--- src/rtl/ras_pkg.sv ---
package ras_pkg;
    // Bit positions inside the upper status byte
    localparam int IIB_POS   = 5;
    // Condition field encoding meaning "always"
    localparam logic [1:0] COND_ALWAYS = 2'b11;
    // Instruction lengths in bytes
    localparam int LEN_SHORT = 2;
    localparam int LEN_LONG  = 3;
endpackage

--- src/rtl/ras_cond.sv ---
module ras_cond #(
    parameter int CC_W = 2
) (
    input  logic [CC_W-1:0] field_i,
    input  logic [CC_W-1:0] code_i,
    input  logic            invert_i,
    output logic            take_o
);
    import ras_pkg::*;

    logic match;

    always_comb begin
        match  = (field_i == code_i);
        take_o = (field_i == CC_W'(COND_ALWAYS)) || (match ^ invert_i);
    end
endmodule

--- src/rtl/ras_store.sv ---
module ras_store #(
    parameter int AW = 3,
    parameter int DW = 15
) (
    input  logic          clk,
    input  logic          we_i,
    input  logic [AW-1:0] waddr_i,
    input  logic [DW-1:0] wdata_i,
    input  logic [AW-1:0] raddr_i,
    output logic [DW-1:0] rdata_o
);
    localparam int DEPTH = 1 << AW;

    logic [DW-1:0] mem_q [DEPTH];

    for (genvar g = 0; g < DEPTH; g++) begin : g_entry
        always_ff @(posedge clk) begin
            if (we_i && (waddr_i == AW'(g))) begin
                mem_q[g] <= wdata_i;
            end
        end
    end

    assign rdata_o = mem_q[raddr_i];
endmodule

--- src/rtl/ras_ctrl.sv ---
module ras_ctrl #(
    parameter int PC_W   = 15,
    parameter int SP_W   = 3,
    parameter int CC_W   = 2,
    parameter int STAT_W = 8
) (
    input  logic              clk,
    input  logic              rst_n,
    input  logic              call_i,
    input  logic              ret_i,
    input  logic              long_i,
    input  logic              invert_i,
    input  logic              ret_ie_i,
    input  logic [CC_W-1:0]   cond_i,
    input  logic [CC_W-1:0]   cc_i,
    input  logic [PC_W-1:0]   pc_i,
    input  logic [PC_W-1:0]   target_i,
    input  logic              stat_wr_i,
    input  logic [STAT_W-1:0] stat_i,
    output logic              taken_o,
    output logic [PC_W-1:0]   next_pc_o,
    output logic [PC_W-1:0]   ret_addr_o,
    output logic [SP_W-1:0]   sp_o,
    output logic [STAT_W-1:0] status_o
);
    import ras_pkg::*;

    typedef struct packed {
        logic [SP_W-1:0] sp;
        logic            ii;
        logic            taken;
        logic [PC_W-1:0] ret_addr;
        logic [PC_W-1:0] next_pc;
    } state_t;

    state_t st_d, st_q;

    logic            take_w;
    logic [PC_W-1:0] step_w;
    logic [PC_W-1:0] seq_pc_w;
    logic            push_we_d;
    logic [SP_W-1:0] pop_idx_d;
    logic [PC_W-1:0] pop_data_w;
    logic [SP_W-1:0] sp_q;

    assign sp_q = st_q.sp;

    ras_cond #(.CC_W(CC_W)) i_cond (
        .field_i  (cond_i),
        .code_i   (cc_i),
        .invert_i (invert_i),
        .take_o   (take_w)
    );

    ras_store #(.AW(SP_W), .DW(PC_W)) i_store (
        .clk     (clk),
        .we_i    (push_we_d),
        .waddr_i (sp_q),
        .wdata_i (seq_pc_w),
        .raddr_i (pop_idx_d),
        .rdata_o (pop_data_w)
    );

    always_comb begin
        step_w    = long_i ? PC_W'(LEN_LONG) : PC_W'(LEN_SHORT);
        seq_pc_w  = pc_i + step_w;
        pop_idx_d = sp_q - SP_W'(1);
        push_we_d = 1'b0;
        st_d       = st_q;
        st_d.taken = 1'b0;
        if (call_i) begin
            if (take_w) begin
                push_we_d    = 1'b1;
                st_d.sp      = sp_q + SP_W'(1);
                st_d.next_pc = target_i;
                st_d.taken   = 1'b1;
            end else begin
                st_d.next_pc = seq_pc_w;
            end
        end else if (ret_i) begin
            if (take_w) begin
                st_d.sp       = pop_idx_d;
                st_d.ret_addr = pop_data_w;
                st_d.next_pc  = pop_data_w;
                st_d.taken    = 1'b1;
                if (ret_ie_i) begin
                    st_d.ii = 1'b0;
                end
            end else begin
                st_d.next_pc = seq_pc_w;
            end
        end else if (stat_wr_i) begin
            st_d.sp = stat_i[SP_W-1:0];
            st_d.ii = stat_i[IIB_POS];
        end
    end

    always_ff @(posedge clk) begin
        if (!rst_n) begin
            st_q <= '0;
        end else begin
            st_q <= st_d;
        end
    end

    always_comb begin
        status_o             = '0;
        status_o[SP_W-1:0]   = st_q.sp;
        status_o[IIB_POS]    = st_q.ii;
    end

    assign taken_o    = st_q.taken;
    assign next_pc_o  = st_q.next_pc;
    assign ret_addr_o = st_q.ret_addr;
    assign sp_o       = st_q.sp;

    // Pointer steps up by one after a taken call
    assert_push_step_R2: assert property (@(posedge clk) disable iff (!rst_n)
        (call_i && take_w) |=> ((sp_o - $past(sp_o)) == SP_W'(1)) && taken_o);

    // Pointer steps down and the popped word drives the next PC
    assert_pop_step_R3: assert property (@(posedge clk) disable iff (!rst_n)
        (ret_i && !call_i && take_w) |=> (($past(sp_o) - sp_o) == SP_W'(1)) && (next_pc_o == ret_addr_o));

    // Failed condition leaves the pointer alone
    assert_untaken_hold_R5: assert property (@(posedge clk) disable iff (!rst_n)
        ((call_i || ret_i) && !take_w) |=> $stable(sp_o) && !taken_o);

    // Enabling return clears the inhibit bit
    assert_ie_clear_R6: assert property (@(posedge clk) disable iff (!rst_n)
        (ret_i && !call_i && take_w && ret_ie_i) |=> !status_o[IIB_POS]);

    // Full pointer rolls over to zero on a push
    assert_wrap_push_R7: assert property (@(posedge clk) disable iff (!rst_n)
        (call_i && take_w && (sp_o == '1)) |=> (sp_o == '0));

    // A call beside a return changes only by the push rule
    assert_call_wins_R9: assert property (@(posedge clk) disable iff (!rst_n)
        (call_i && ret_i && take_w) |=> (next_pc_o == $past(target_i)));
endmodule

--- config.mk ---
export PLATFORM = sky130hd
export DESIGN_NAME = ras_ctrl
export DESIGN_NICKNAME = d
export VERILOG_FILES = /design/src/rtl/ras_pkg.sv /design/src/rtl/ras_cond.sv /design/src/rtl/ras_store.sv /design/src/rtl/ras_ctrl.sv
export SDC_FILE = /design/constraint.sdc
export NUM_CORES = 1
export LEC_CHECK = 0
export CAP_MARGIN = 20
export CORE_MARGIN = 3
export CORE_UTILIZATION = 30
export DETAILED_ROUTE_END_ITERATION = 10
export SLEW_MARGIN = 20
export SYNTH_ARGS = -nofsm -noshare
export SYNTH_HDL_FRONTEND = slang
export SYNTH_SLANG_ARGS = --single-unit
--- constraint.sdc ---
create_clock -name clk -period 2.5 [get_ports clk]
set_clock_uncertainty 0.1 [all_clocks]
set_input_delay 0.375 -clock clk [delete_from_list [all_inputs] [get_ports clk]]
set_output_delay 0.375 -clock clk [all_outputs]
set_load 0.02 [all_outputs]
# --- Word-level counts from Yosys, hierarchy flattened ---
# Memory sizes are Yosys's and may differ from the RTL's.
# Index checks and enable logic that the tools add are counted.
# W data, S select, Z words.
totals:
  latch_bits: 0
  ramBits: 120
  n_memories: 1
  reg_bits: 35
  word_cells: 97
  out_inout_bits: 42
  mem_bits_ro: 0
mem_list:
  columns: ["memory", "depth", "word_bits", "rd", "rd_clocked_by_memory_dff", "wr", "line", "text"]
  rows:
  - ["i_store.mem_q", 8, 15, 1, 0, 1, "ras_store.sv:14", "logic [DW-1:0] mem_q [DEPTH];"]
classes:
  n_shift: 0
  n_eq_ne: 12
  n_bitwise: 2
  n_div: 0
  n_lt_le_gt_ge: 0
  muxes: 51
  n_mul: 0
  addsub: 3
  reduce_logical: 23
op_table:
  columns: ["cell", "count"]
  rows:
  - ["$mux W15", 10]
  - ["$reduce_or A15 Y1", 7]
  - ["$mux W31", 1]
  - ["$mux W1", 28]
  - ["$mux W3", 9]
  - ["$mux W20", 1]
  - ["$add A15 B2 Y15", 1]
  - ["$eq A3 B3 Y1 const B", 4]
  - ["$logic_and A1 B1 Y1", 8]
  - ["$mux W4", 2]
  - ["$eq A3 B2 Y1 const B", 2]
  - ["$ne A2 B1 Y1 const B", 3]
  - ["$reduce_and A3 Y1", 2]
  - ["$reduce_and A4 Y1", 1]
  - ["$reduce_bool A2 Y1", 2]
  - ["$add A3 B1 Y3 const B", 1]
  - ["$eq A3 B1 Y1 const B", 1]
  - ["$logic_not A3 Y1", 1]
  - ["$reduce_bool A3 Y1", 1]
  - ["$sub A3 B1 Y3 const B", 1]
  - ["$eq A2 B2 Y1", 1]
  - ["$eq A2 B2 Y1 const B", 1]
  - ["$logic_or A1 B1 Y1", 1]
  - ["$not A1 Y1", 1]
  - ["$xor A1 B1 Y1", 1]

# --- Longest topological paths before layout ---
# Gate-level depths: netlist of run 1.
logic_depth:
  ltp_word: 16
  ltp_mapped: 10
  depth_no_buf: 9

# --- Cells and area by module ---
# Synthesis of run 1 repeated with hierarchy kept, for this count alone.
hier_totals:
  hier_cells: 439
  hier_area_um2: 6775.2
by_module_without_submodules:
  columns: ["module", "seq_area_each_um2", "area_per_inst_um2", "cells_per_inst", "n_inst"]
  rows:
  - ["ras_store", 3603.5, 4673.2, 186, 1]
  - ["ras_ctrl", 700.7, 2016.9, 243, 1]
  - ["ras_cond", 0.0, 85.1, 10, 1]

# --- Worst setup path before layout of run 1 ---
# Ideal clock, no wire load.
synth_path:
  path_kind: "register to register"
  startpoint: "register st_q, in the netlist sp_o[0]"
  endpoint: "register st_q, in the netlist ret_addr_o[10]"
  setup_time_ps: 122
  t_arrival_ps: 2715
  stages_incl_launch_ff: 9
  setup_slack_ps: -436
  required_ps: 2278
  synth_period_minus_slack_ps: 2936
  path_buffers: 3
  path_cell_list: "dfxtp_1 > buf_2 > buf_2 > inv_1 > ha_1 > clkbuf_1 > mux4_2 > mux2_2 > o311a_1"
synth_via:
  elab_chain_cells: 2
synth_lines:
  columns: ["item", "line", "text"]
  rows:
  - ["start, declared", "ras_ctrl.sv:36", "state_t st_d, st_q;"]
  - ["start signal, assigned", "ras_ctrl.sv:102", "st_q <= st_d;"]
  - ["$sub A3 B1 Y3", "ras_ctrl.sv:67", "pop_idx_d = sp_q - SP_W'(1);"]
  - ["$mem_v2 Z8 W15", null, null]
# No other way between the ends.
# A chain may end at the register's enable or synchronous reset.

# --- Worst setup path after layout of run 1 ---
layout_path:
  startpoint: "input port long_i"
  endpoint: "register st_q, in the netlist next_pc_o[10]"
layout_via:
  elab_chain_cells: 5
  elab_cells_between_ends: 6
  classes_between: "add/sub: 1; mux: 5"
layout_lines:
  columns: ["item", "line", "text"]
  rows:
  - ["start, declared", "ras_ctrl.sv:11", "input logic long_i,"]
  - ["$mux W1 (*)", "ras_ctrl.sv:65", "step_w = long_i ? PC_W'(LEN_LONG) : PC_W'(LEN_SHORT);"]
  - ["$add A15 B2 Y15 (*)", "ras_ctrl.sv:66", "seq_pc_w = pc_i + step_w;"]
  - ["via i_store.wdata_i[10]", "ras_store.sv:8", "input logic [DW-1:0] wdata_i,"]
  - ["$mux W15", "ras_ctrl.sv:81", "if (take_w) begin"]
  - ["$mux W31", "ras_ctrl.sv:80", "end else if (ret_i) begin"]
  - ["$mux W15 (*)", "ras_ctrl.sv:71", "if (call_i) begin"]
# The timed path passes the listed nets; every way through them passes the cells marked *. The select of a mux whose other input is x is not followed.

==> flow_metrics.py, run 1 <==
metrics = {
    "cells_and_area": {
        "layout-drive-gt1-share_pct": 24.7,
        "stdcell_count": 872,
        "syn_to_final_growth_pct": 34.5,
        "diodes": 0,
        "final_area_sq_um": 9040,
        "nNetsFinal": 638,
    },
    "setup_path": {
        "worst_path_most_repeated_cell": "ha_1",
        "max_stage_delay_ns": 0.46,
        "path_delay_family": "buffers and inverters",
        "cp.required_ns": 2.74,
        "path_class": "primary input to flip-flop",
        "r2r_slack_ns": 0.24,
        "arrival_ns": 2.56,
        "worstPathCellList": "clkdlybuf4s50_1, ha_1, inv_1, ha_1, nand2b_1, nor2_2, and4_1, xor2_1, buf_4, nand3_1, a31oi_1",
        "cp_max_fo": 9,
        "slowest_stage": "clkdlybuf4s50_1",
        "reg2reg_depth": 6,
        "worstSetupEndpointType": "flip-flop",
        "reg2reg_to": "ret_addr_o[0]$_SDFFE_PN0P_",
        "crit_buf_inv": 3,
        "critPathLaunchType": "primary input",
        "reg2reg_from": "sp_o[0]$_SDFFE_PN0P_",
    },
    "detailed_routing": {
        "drtPass1Iterations": 4,
        "wl_per_cell_microns": 19.9,
        "wl_microns": 17300,
        "viasPerCell": 4.93,
        "drc": 0,
        "drt-initial-drc-count": 488,
        "ant_nets": 0,
        "vias": 4303,
    },
    "grt": {
        "grt_antenna_before_repair": 0,
        "grt.total_usage_pct": 14.6,
        "grt_pass1_wl_microns": 26400,
        "grt_max_degree": 36,
        "grt_pass1_vias": 4514,
        "grt-ovfl-total": 0,
    },
    "synthesis": {
        "synth_top_area_share_pct": 53.6,
        "yosysMostFrequentCell": "edfxtp_1",
        "async_flop_share_pct": 0,
        "ys_ff_latch": 155,
        "yosysSeqAreaShare_pct": 64.0,
        "yosysTopAreaCell": "edfxtp_1",
        "synth_edf_count": 120,
        "synth_area_sq_um": 6720,
        "synth.area.top_cells": "edfxtp_1 (54%), dfxtp_1 (10%), mux4_2 (10%)",
        "ys.flop_type": "edfxtp_1",
        "yosysWarningCount": 0,
        "synthTopCellsByCount": "edfxtp_1 (120), dfxtp_1 (35), mux4_2 (30)",
        "synth_area_per_cell_sq_um": 15.1,
        "yosysUniqueCellTypes": 55,
        "syn_inst": 444,
    },
    "power_and_ir_drop": {
        "power_switching_w": 0.00173,
        "powerDensity_nw_per_um2": 780,
        "power.share.switching_pct": 24.6,
        "clkPwrFrac_pct": 39.6,
        "internal-power_w": 0.00532,
        "p_seq_share_pct": 42.0,
        "p_comb_share_pct": 18.4,
        "ir_drop_mv": 0.548,
        "p_leak_nw": 3.21,
    },
    "cts": {
        "post-cts-setup-buffers": 0,
        "cts_buffers": 17,
        "cts_tree": "done",
        "htreeDepth": 4,
        "worstSkewPairLatency_ns": 0.42,
        "cts_root_buf": "clkbuf_16",
        "cts.sinks": 155,
        "ctsHoldBuffers": 0,
        "cts.clk_slew.worst_paths_ns": 0.06,
        "cts_buffer_depth": 2,
    },
    "die": {
        "start_util_pct": 30.7,
        "io_pins": 92,
        "coreArea_sq_um": 21900,
        "dieHeight_microns": 156,
        "dieArea_sq_um": 24200,
        "die_w_microns": 156,
        "rows": 54,
    },
    "job": {
        "cap_viol_max_count": 0,
    },
    "placed_design": {
        "placedInstanceArea_sq_um": 8380,
        "dp_hpwl_microns": 11900,
        "gp_congestion": 0.804,
        "port_buffers": 83,
        "dp_cells": 840,
    },
    "timing": {
        "min_period_ns": 2.32,
        "max_freq_ghz": 0.432,
        "setup_viol": 0,
        "fin_crit_sh_pct": 92.7,
        "rsz0062_at_grt": "no",
        "final-hold-violation-count": 0,
        "tightest_slew_ns": 0.978,
        "slew_violations": 0,
        "relSlewSlack_pct": 34.3,
    },
    "worst_hold_path": {
        "min_path_cells": 2,
        "holdPathEnd": "next_pc_o[7]$_SDFFE_PN0P_",
        "min_from": "next_pc_o[7]$_SDFFE_PN0P_",
        "hp-class": "flip-flop to flip-flop",
    },
    "status": {
        "outcome": "complete, no violations",
    },
}
-- registers in the layout, indices dropped and copies added, names as in the netlist --
signal / count
status_o: 1
taken_o: 1
sp_o: 3
i_store.mem_q: 120
ret_addr_o: 15
next_pc_o: 15
-- power by group through the flow --
stage	Sequential (W)	Clock (W)	Combinational [W]
final	0.00296	0.00279	0.00130
after global placement	0.00301	0	0.00128
after global routing	0.00297	0.00294	0.00139
after floorplan	0.00307	0	0.000673
after CTS	0.00296	0.00284	0.00131
after detailed placement	0.00301	0	0.00130
-- metal layers --
layer / global-route usage (%) / share of wire [%] / wire (microns)
met1: 20.3 / 45 / 7820
met2: 22.7 / 46 / 7990
met3: 3.83 / 8.0 / 1390
met4: 4.59 / 0.75 / 130
met5: 0 / 0 / 0
-- area by class of cell --
class / count / area [sq um]
flip-flops and latches: 155 / 4310
inverters: 13 / 48.8
clock inverters: 14 / 216
clock buffers: 18 / 429
fillers: 1992 / 12900
repair buffers: 143 / 1470
well taps: 280 / 350
multi-input cells: 249 / 2220
-- metrics by stage --
step | total power (W) | utilization, % | setup WS [ns] | hold WS [ns] | TNS, ns
CTS | 0.00711 | 41.2 | 0.158 | 0.342 | 0
finish | 0.00705 | 41.3 | 0.183 | 0.337 | 0
detailed placement | 0.00431 | 38.3 | -0.268 | 0.334 | -24.23
floorplan | 0.00374 | - | -0.0378 | 0.417 | -0.0378
global placement | 0.00429 | 38.3 | -0.179 | 0.340 | -14.44
global route | 0.00731 | 41.3 | 0.0241 | 0.382 | 0
-- placed cells by master (no fill, tap or decap), types with 3 or more instances in the layout --
| cell type | count |
|---|---|
| mux2i_1 | 12 |
| and3_1 | 10 |
| nand3_1 | 11 |
| nand2_1 | 20 |
| xnor2_1 | 8 |
| clkinv_2 | 4 |
| nor2_1 | 25 |
| a31oi_1 | 7 |
| o21a_1 | 4 |
| nor3_1 | 7 |
| a21oi_1 | 14 |
| clkbuf_16 | 17 |
| and2_1 | 3 |
| edfxtp_1 | 120 |
| a32o_1 | 3 |
| inv_1 | 13 |
| o311a_1 | 3 |
| bufinv_16 | 5 |
| o211a_1 | 3 |
| ha_1 | 9 |
| o21ai_0 | 7 |
| or2_2 | 4 |
| conb_1 | 4 |
| buf_4 | 45 |
| a211oi_1 | 7 |
| a22oi_1 | 7 |
| or3_1 | 3 |
| clkdlybuf4s50_1 | 83 |
| mux4_2 | 30 |
| mux2_2 | 8 |
| dfxtp_1 | 34 |
| buf_12 | 15 |
| xor2_1 | 5 |
-- tightest hold or removal path: stages, from the launching register on --
cell,delay (ns)
dfxtp_1,0.31
nand2_1,0.05
nand2_1,0.04
-- cells by family (layout without fill, tap and decap cells) --
logic type	count (synthesis)	in the layout	share of synthesized area, %
other	1	4	0.0558
buffers and inverters	43	188	3.54
XOR/XNOR	15	15	1.95
multiplexers	50	50	13.2
flip-flops	155	155	64.0
AO/OA/AOI/OAI	71	71	7.69
AND/OR/NAND/NOR	100	100	7.89
adder cells (fa/ha/maj)	9	9	1.68
-- repair_timing --
| action | 4_1_cts | 5_1_grt |
|---|---|---|
| setup endpoints to repair | 0 | 3 |
| resized for setup | 0 | 2 |
| endpoints found under the hold margin | 0 | 0 |
-- worst max path at each step --
stage	startpoint	endpoint	slack (ns)	depth (start not counted)
after global routing	long_i	next_pc_o[5]$_SDFFE_PN0P_	0.02	8
final	long_i	next_pc_o[10]$_SDFFE_PN0P_	0.18	11
after floorplan	sp_o[0]$_SDFFE_PN0P_	ret_addr_o[10]$_SDFFE_PN0P_	-0.04	8
after detailed placement	long_i	next_pc_o[10]$_SDFFE_PN0P_	-0.27	11
after global placement	long_i	next_pc_o[10]$_SDFFE_PN0P_	-0.18	11
after CTS	long_i	next_pc_o[10]$_SDFFE_PN0P_	0.16	11
Note: power is estimated with default switching activity, not from simulation.
==> run 2, diff against run 1 <==
--- a/config.mk
+++ b/config.mk
@@ -5,10 +5,12 @@
 export SDC_FILE = /design/constraint.sdc
 export NUM_CORES = 1
 export LEC_CHECK = 0
+export ABC_AREA = 1
 export CAP_MARGIN = 20
 export CORE_MARGIN = 3
-export CORE_UTILIZATION = 30
+export CORE_UTILIZATION = 50
 export DETAILED_ROUTE_END_ITERATION = 10
+export PLACE_DENSITY = 0.76
 export SLEW_MARGIN = 20
 export SYNTH_ARGS = -nofsm -noshare
 export SYNTH_HDL_FRONTEND = slang
==> constraint.sdc (replaced) <==
create_clock -name clk -period 2 [get_ports clk]
set_clock_uncertainty 0.1 [all_clocks]
set_input_delay 0.3 -clock clk [delete_from_list [all_inputs] [get_ports clk]]
set_output_delay 0.3 -clock clk [all_outputs]
set_load 0.02 [all_outputs]
==> flow_metrics.py, run 2 <==
metrics = {
    "worst_hold_path": {
        "min_from": "ret_addr_o[3]$_SDFFE_PN0P_",
        "holdPathEnd": "ret_addr_o[3]$_SDFFE_PN0P_",
        "min_path_cells": 2,
        "hp-class": "flip-flop to flip-flop",
    },
    "synthesis": {
        "syn_inst": 765,
        "async_flop_share_pct": 0,
        "synth_area_sq_um": 7130,
        "synth_area_per_cell_sq_um": 9.32,
        "yosysUniqueCellTypes": 34,
        "synthTopCellsByCount": "nand2_1 (261), edfxtp_1 (120), nand3_1 (95)",
        "ys_ff_latch": 155,
        "ys.flop_type": "edfxtp_1",
        "yosysWarningCount": 0,
        "yosysTopAreaCell": "edfxtp_1",
        "yosysMostFrequentCell": "nand2_1",
        "synth_top_area_share_pct": 50.6,
        "synth_edf_count": 120,
        "synth.area.top_cells": "edfxtp_1 (51%), nand2_1 (14%), dfxtp_1 (9.8%)",
        "yosysSeqAreaShare_pct": 60.4,
    },
    "setup_path": {
        "cp_max_fo": 8,
        "arrival_ns": 2.23,
        "r2r_slack_ns": 0.004,
        "reg2reg_from": "sp_o[1]$_SDFFE_PN0P_",
        "worstPathCellList": "inv_2, buf_4, ha_4, xnor2_4, buf_6, buf_12, buf_12, nand2_1, nand4_1, o21ai_2, nor2_1, nor2_1",
        "slowest_stage": "dfxtp_2",
        "reg2reg_depth": 12,
        "path_class": "flip-flop to flip-flop",
        "cp.required_ns": 2.23,
        "max_stage_delay_ns": 0.33,
        "reg2reg_to": "next_pc_o[10]$_SDFFE_PN0P_",
        "worstSetupEndpointType": "flip-flop",
        "critPathLaunchType": "flip-flop",
    },
    "power_and_ir_drop": {
        "p_seq_share_pct": 40.0,
        "powerDensity_nw_per_um2": 960,
        "p_comb_share_pct": 24.5,
        "p_leak_nw": 3.97,
        "power.share.switching_pct": 28.4,
        "power_switching_w": 0.00262,
        "clkPwrFrac_pct": 35.5,
        "ir_drop_mv": 1.17,
        "internal-power_w": 0.00662,
        "power.total_w": 0.00924,
    },
    "placed_design": {
        "port_buffers": 83,
        "gp_congestion": 1.02,
        "dp_hpwl_microns": 14200,
        "dp_cells": 1059,
    },
    "cts": {
        "cts.sinks": 155,
        "worstSkewPairLatency_ns": 0.43,
        "cts_buffers": 17,
        "cts_buffer_depth": 2,
        "cts_root_buf": "clkbuf_16",
        "cts_tree": "done",
        "htreeDepth": 4,
        "cts.clk_slew.worst_paths_ns": 0.06,
    },
    "grt": {
        "grt-ovfl-total": 0,
        "grt-busiest-layer": "met2",
        "grt_pass1_wl_microns": 33200,
        "grt_use_met3_pct": 6.57,
        "gr-usage-met2_pct": 47.7,
        "grt_max_degree": 65,
        "grt.total_usage_pct": 27.7,
        "grt_util_met1_pct": 33.9,
        "grt_pass1_vias": 6142,
        "grt_antenna_before_repair": 0,
    },
    "detailed_routing": {
        "wl_per_cell_microns": 20.2,
        "drt-initial-drc-count": 806,
        "wl_microns": 22200,
        "drc": 0,
        "viasPerCell": 5.67,
        "drtPass1Iterations": 5,
        "vias": 6240,
        "ant_nets": 0,
    },
    "die": {
        "rows": 42,
        "die_w_microns": 125,
        "coreArea_sq_um": 13600,
        "dieHeight_microns": 125,
        "dieArea_sq_um": 15700,
        "io_pins": 92,
        "start_util_pct": 52.4,
    },
    "cells_and_area": {
        "final.fill_count": 950,
        "final_common_cell": "nand2_1",
        "layout-drive-gt1-share_pct": 17.7,
        "largest_reg_flops": 120,
        "stdcell_count": 1101,
        "nNetsFinal": 971,
        "mostFrequentLayoutCells": "nand2_1 (250), edfxtp_1 (120), nand3_1 (94)",
        "syn_to_final_growth_pct": 35.1,
        "top_register": "i_store.mem_q",
        "diodes": 0,
    },
    "status": {
        "outcome": "complete, no violations",
    },
    "timing": {
        "fin_crit_sh_pct": 99.8,
        "setup_viol": 0,
        "rsz0062_at_grt": "yes",
        "max_freq_ghz": 0.501,
        "finalSetupTns_ns": 0,
        "slew_violations": 0,
        "min_period_ns": 2.00,
        "final-hold-violation-count": 0,
    },
    "job": {
        "cap_viol_max_count": 0,
    },
}
## run 2: worst max-delay path by stage
| stage | startpoint | endpoint | slack [ns] | cells past startpoint |
|---|---|---|---|---|
| after CTS | pc_i[0] | i_store.mem_q[7][10]$_DFFE_PP_ | 0.008 | 9 |
| after global placement | long_i | i_store.mem_q[0][14]$_DFFE_PP_ | -0.34 | 10 |
| after floorplan | cc_i[0] | i_store.mem_q[3][0]$_DFFE_PP_ | -0.16 | 8 |
| after global routing | sp_o[1]$_SDFFE_PN0P_ | next_pc_o[5]$_SDFFE_PN0P_ | -0.08 | 14 |
| final | sp_o[1]$_SDFFE_PN0P_ | next_pc_o[10]$_SDFFE_PN0P_ | 0.004 | 12 |
| after detailed placement | pc_i[0] | i_store.mem_q[4][14]$_DFFE_PP_ | -0.47 | 10 |
## run 2: what timing repair did
item,4_1_cts,5_1_grt
hold buffers,0,0
setup endpoints to repair,44,166
resized for setup,15,39
gates cloned,0,2
buffers inserted,0,8
pin swaps,0,9
## run 2: cell type report
| class | count | area [sq um] | share of cell area (%) |
|---|---|---|---|
| sequential | 155 | 4310 | 44.8 |
| multi-input combinational | 526 | 2590 | 26.9 |
| timing repair buffer | 166 | 1720 | 17.9 |
| clock buffer | 24 | 452 | 4.69 |
| tap | 176 | 220 | 2.29 |
| inverter | 46 | 185 | 1.92 |
| clock inverter | 8 | 143 | 1.48 |
## run 2: cells by family (layout without fill, tap and decap cells)
| logic type | after synthesis | after routing | share of synthesized area [%] |
|---|---|---|---|
| AND/OR/NAND/NOR | 461 | 461 | 27.4 |
| AO/OA/AOI/OAI | 44 | 44 | 3.55 |
| flip-flops | 155 | 155 | 60.4 |
| XOR/XNOR | 8 | 8 | 1.09 |
| buffers and inverters | 87 | 244 | 5.92 |
| other | 1 | 4 | 0.0526 |
| adder cells (fa/ha/maj) | 9 | 9 | 1.58 |
## run 2: critical path, delay by kind of cell (launching register included)
family / cells / cell delay (ns)
flip-flops: 1 / 0.33
XOR/XNOR: 1 / 0.23
AO/OA/AOI/OAI: 1 / 0.10
AND/OR/NAND/NOR: 4 / 0.37
buffers and inverters: 5 / 0.57
adder cells (fa/ha/maj): 1 / 0.17
## run 2: per-layer routing
layer  routed length [microns]  part of all wire, %
met1                      8210                   37
met2                     11000                   50
met3                      2090                  9.4
met4                       864                  3.9
met5                         0                    0
## run 2: through the flow
stage	area, sq um	utilization, %	hold WS, ns	setup WS [ns]
2_1_floorplan	7230	-	0.314	-0.156
3_3_place_gp	8720	64.1	0.364	-0.342
3_5_place_dp	8720	64.1	0.371	-0.467
4_1_cts	9350	68.7	0.383	0.00808
5_1_grt	9630	70.7	0.418	-0.0801
6_report	9630	70.7	0.377	0.00424
## run 2: power by group through the flow
stage               Clock (W)  Sequential [W]  Combinational, W
floorplan                   0         0.00382           0.00110
CTS                   0.00331         0.00369           0.00197
global route          0.00349         0.00371           0.00242
global placement            0         0.00375           0.00187
detailed placement          0         0.00376           0.00193
finish                0.00328         0.00370           0.00226
==> run 3, diff against run 2 <==
==> constraint.sdc (replaced) <==
create_clock -name clk -period 2 [get_ports clk]
set_clock_uncertainty 0.1 [all_clocks]
set_input_delay 0.2 -clock clk [delete_from_list [all_inputs] [get_ports clk]]
set_output_delay 0.2 -clock clk [all_outputs]
set_load 0.02 [all_outputs]
==> flow_metrics.py, run 3 (synthesized netlist as in run 2, its figures left out) <==
metrics = {
    "cts": {
        "worstSkewPairLatency_ns": 0.42,
        "cts_root_buf": "clkbuf_16",
        "cts_tree": "done",
        "ctsHoldBuffers": 0,
        "cts_buffers": 17,
        "cts.clk_slew.worst_paths_ns": 0.06,
        "htreeDepth": 4,
        "cts.sinks": 155,
        "cts_buffer_depth": 2,
    },
    "setup_path": {
        "path_delay_family": "simple AND/OR/NAND/NOR gates",
        "worstSetupEndpointType": "flip-flop",
        "cp.required_ns": 2.25,
        "cp.depth": 11,
        "reg2reg_from": "sp_o[0]$_SDFFE_PN0P_",
        "critPathLaunchType": "flip-flop",
        "reg2reg_to": "next_pc_o[0]$_SDFFE_PN0P_",
        "endpoint": "next_pc_o[0]$_SDFFE_PN0P_",
        "slowest_stage": "dfxtp_4",
        "arrival_ns": 2.21,
        "max_stage_delay_ns": 0.37,
        "reg2reg_depth": 11,
        "cp_max_fo": 15,
        "worst_path_most_repeated_cell": "nor2_1",
        "worstSetupStartpoint": "sp_o[0]$_SDFFE_PN0P_",
        "path_class": "flip-flop to flip-flop",
        "r2r_slack_ns": 0.04,
        "worstPathCellList": "inv_4, ha_4, buf_12, buf_12, nor2_1, o21ai_1, o211ai_1, nand2_1, o21ai_1, nor2_1, nor2_1",
        "crit_buf_inv": 3,
    },
    "timing": {
        "relSlewSlack_pct": 63.3,
        "max_freq_ghz": 0.511,
        "holdWs_ns": 0.319,
        "slew_violations": 0,
        "min_period_ns": 1.96,
        "tightest_slew_ns": 0.550,
        "rsz0062_at_grt": "yes",
        "final-hold-violation-count": 0,
        "finalSetupTns_ns": 0,
        "setup_viol": 0,
        "fin_crit_sh_pct": 97.8,
    },
    "detailed_routing": {
        "drt-initial-drc-count": 628,
        "ant_nets": 0,
        "vias": 5957,
        "wl_per_cell_microns": 18.7,
        "viasPerCell": 5.51,
        "drc": 0,
        "wl_microns": 20200,
        "drtPass1Iterations": 5,
    },
    "grt": {
        "grt_pass1_wl_microns": 31500,
        "grt_max_degree": 65,
        "grt-ovfl-total": 0,
        "grt_antenna_before_repair": 0,
        "grt_pass1_vias": 5850,
        "grt.total_usage_pct": 26.1,
    },
    "worst_hold_path": {
        "hp-class": "primary input to flip-flop",
    },
    "die": {
        "coreArea_sq_um": 13600,
        "dieHeight_microns": 125,
        "rows": 42,
        "start_util_pct": 52.4,
        "die_w_microns": 125,
        "dieArea_sq_um": 15700,
        "io_pins": 92,
    },
    "cells_and_area": {
        "postLayoutCoreUtil_pct": 68.7,
        "mostFrequentLayoutCells": "nand2_1 (260), edfxtp_1 (120), nand3_1 (95)",
        "multi_input_area_sq_um": 2480,
        "final_common_cell": "nand2_1",
        "largest_reg_flops": 120,
        "top_register": "i_store.mem_q",
        "diodes": 0,
        "syn_to_final_growth_pct": 31.3,
        "stdcell_count": 1082,
        "layout-drive-gt1-share_pct": 14.5,
        "nNetsFinal": 952,
        "final.fill_count": 968,
        "final-seq-area_sq_um": 4310,
    },
    "power_and_ir_drop": {
        "ir_drop_mv": 1.10,
        "power.total_w": 0.00912,
        "powerDensity_nw_per_um2": 975,
        "p_leak_nw": 3.81,
    },
    "placed_design": {
        "gp_congestion": 0.962,
        "dp_cells": 1048,
        "dp_hpwl_microns": 13300,
        "port_buffers": 83,
    },
    "status": {
        "outcome": "complete, no violations",
    },
    "job": {
        "cap_viol_max_count": 0,
    },
}
[run 3: cell count changes in the layout (fill, tap and decap cells not counted), moves of 3 or more]
cell / delta
buf_4: -13
buf_6: -4
clkbuf_1: -6
clkdlybuf4s50_1: +4
clkinvlp_4: +3
nand2_1: +10
nand2_2: -7
nand2_4: -3
nor2_2: +3
nor2_4: -4
o21ai_1: +3
o21ai_2: -3
[run 3: area by class of cell]
cell class	count	area share, %
multi-input cells	526	26.5
well taps	176	2.35
clock buffers	18	4.59
inverters	46	2.02
clock inverters	14	2.14
flip-flops and latches	155	46.1
repair buffers	147	16.3
[run 3: worst min path at each step]
stage,depth (start not counted),from,end
finish,5,stat_i[5],status_o[5]$_SDFFE_PN0P_
global placement,2,ret_addr_o[2]$_SDFFE_PN0P_,ret_addr_o[2]$_SDFFE_PN0P_
floorplan,2,rst_n,sp_o[0]$_SDFFE_PN0P_
CTS,5,stat_i[5],status_o[5]$_SDFFE_PN0P_
detailed placement,2,ret_addr_o[12]$_SDFFE_PN0P_,ret_addr_o[12]$_SDFFE_PN0P_
global route,5,stat_i[5],status_o[5]$_SDFFE_PN0P_
[run 3: through the flow]
stage	cell area [sq um]	setup WS (ns)
2_1_floorplan	7230	-0.0797
3_5_place_dp	8650	-0.303
4_1_cts	9300	0.0178
5_1_grt	9360	-0.0212
6_report	9360	0.0441
3_3_place_gp	8650	-0.231
[run 3: power by group]
part	internal [W]	leakage, nW	switching [W]
Combinational	0.000762	2.14	0.00122
Sequential	0.00362	1.37	0.0000704
Clock	0.00220	0.303	0.00125
[run 3: timing repair]
item / CTS / global route
buffers inserted: 0 / 2
pin swaps: 4 / 6
setup endpoints to repair: 7 / 25
resized for setup: 6 / 12
[run 3: per-layer routing]
metal	track usage [%]	routed length [microns]	vias up
met5	0	0	-
met4	9.44	529	0
met3	7.12	1820	48
met2	44.5	10300	319
met1	31.8	7590	2792
li1	-	-	2798
[run 3: worst min-delay path, delay by kind of cell]
kind	cells	cell delay, ns
simple gates	4	0.22
buf+inv	1	0.39
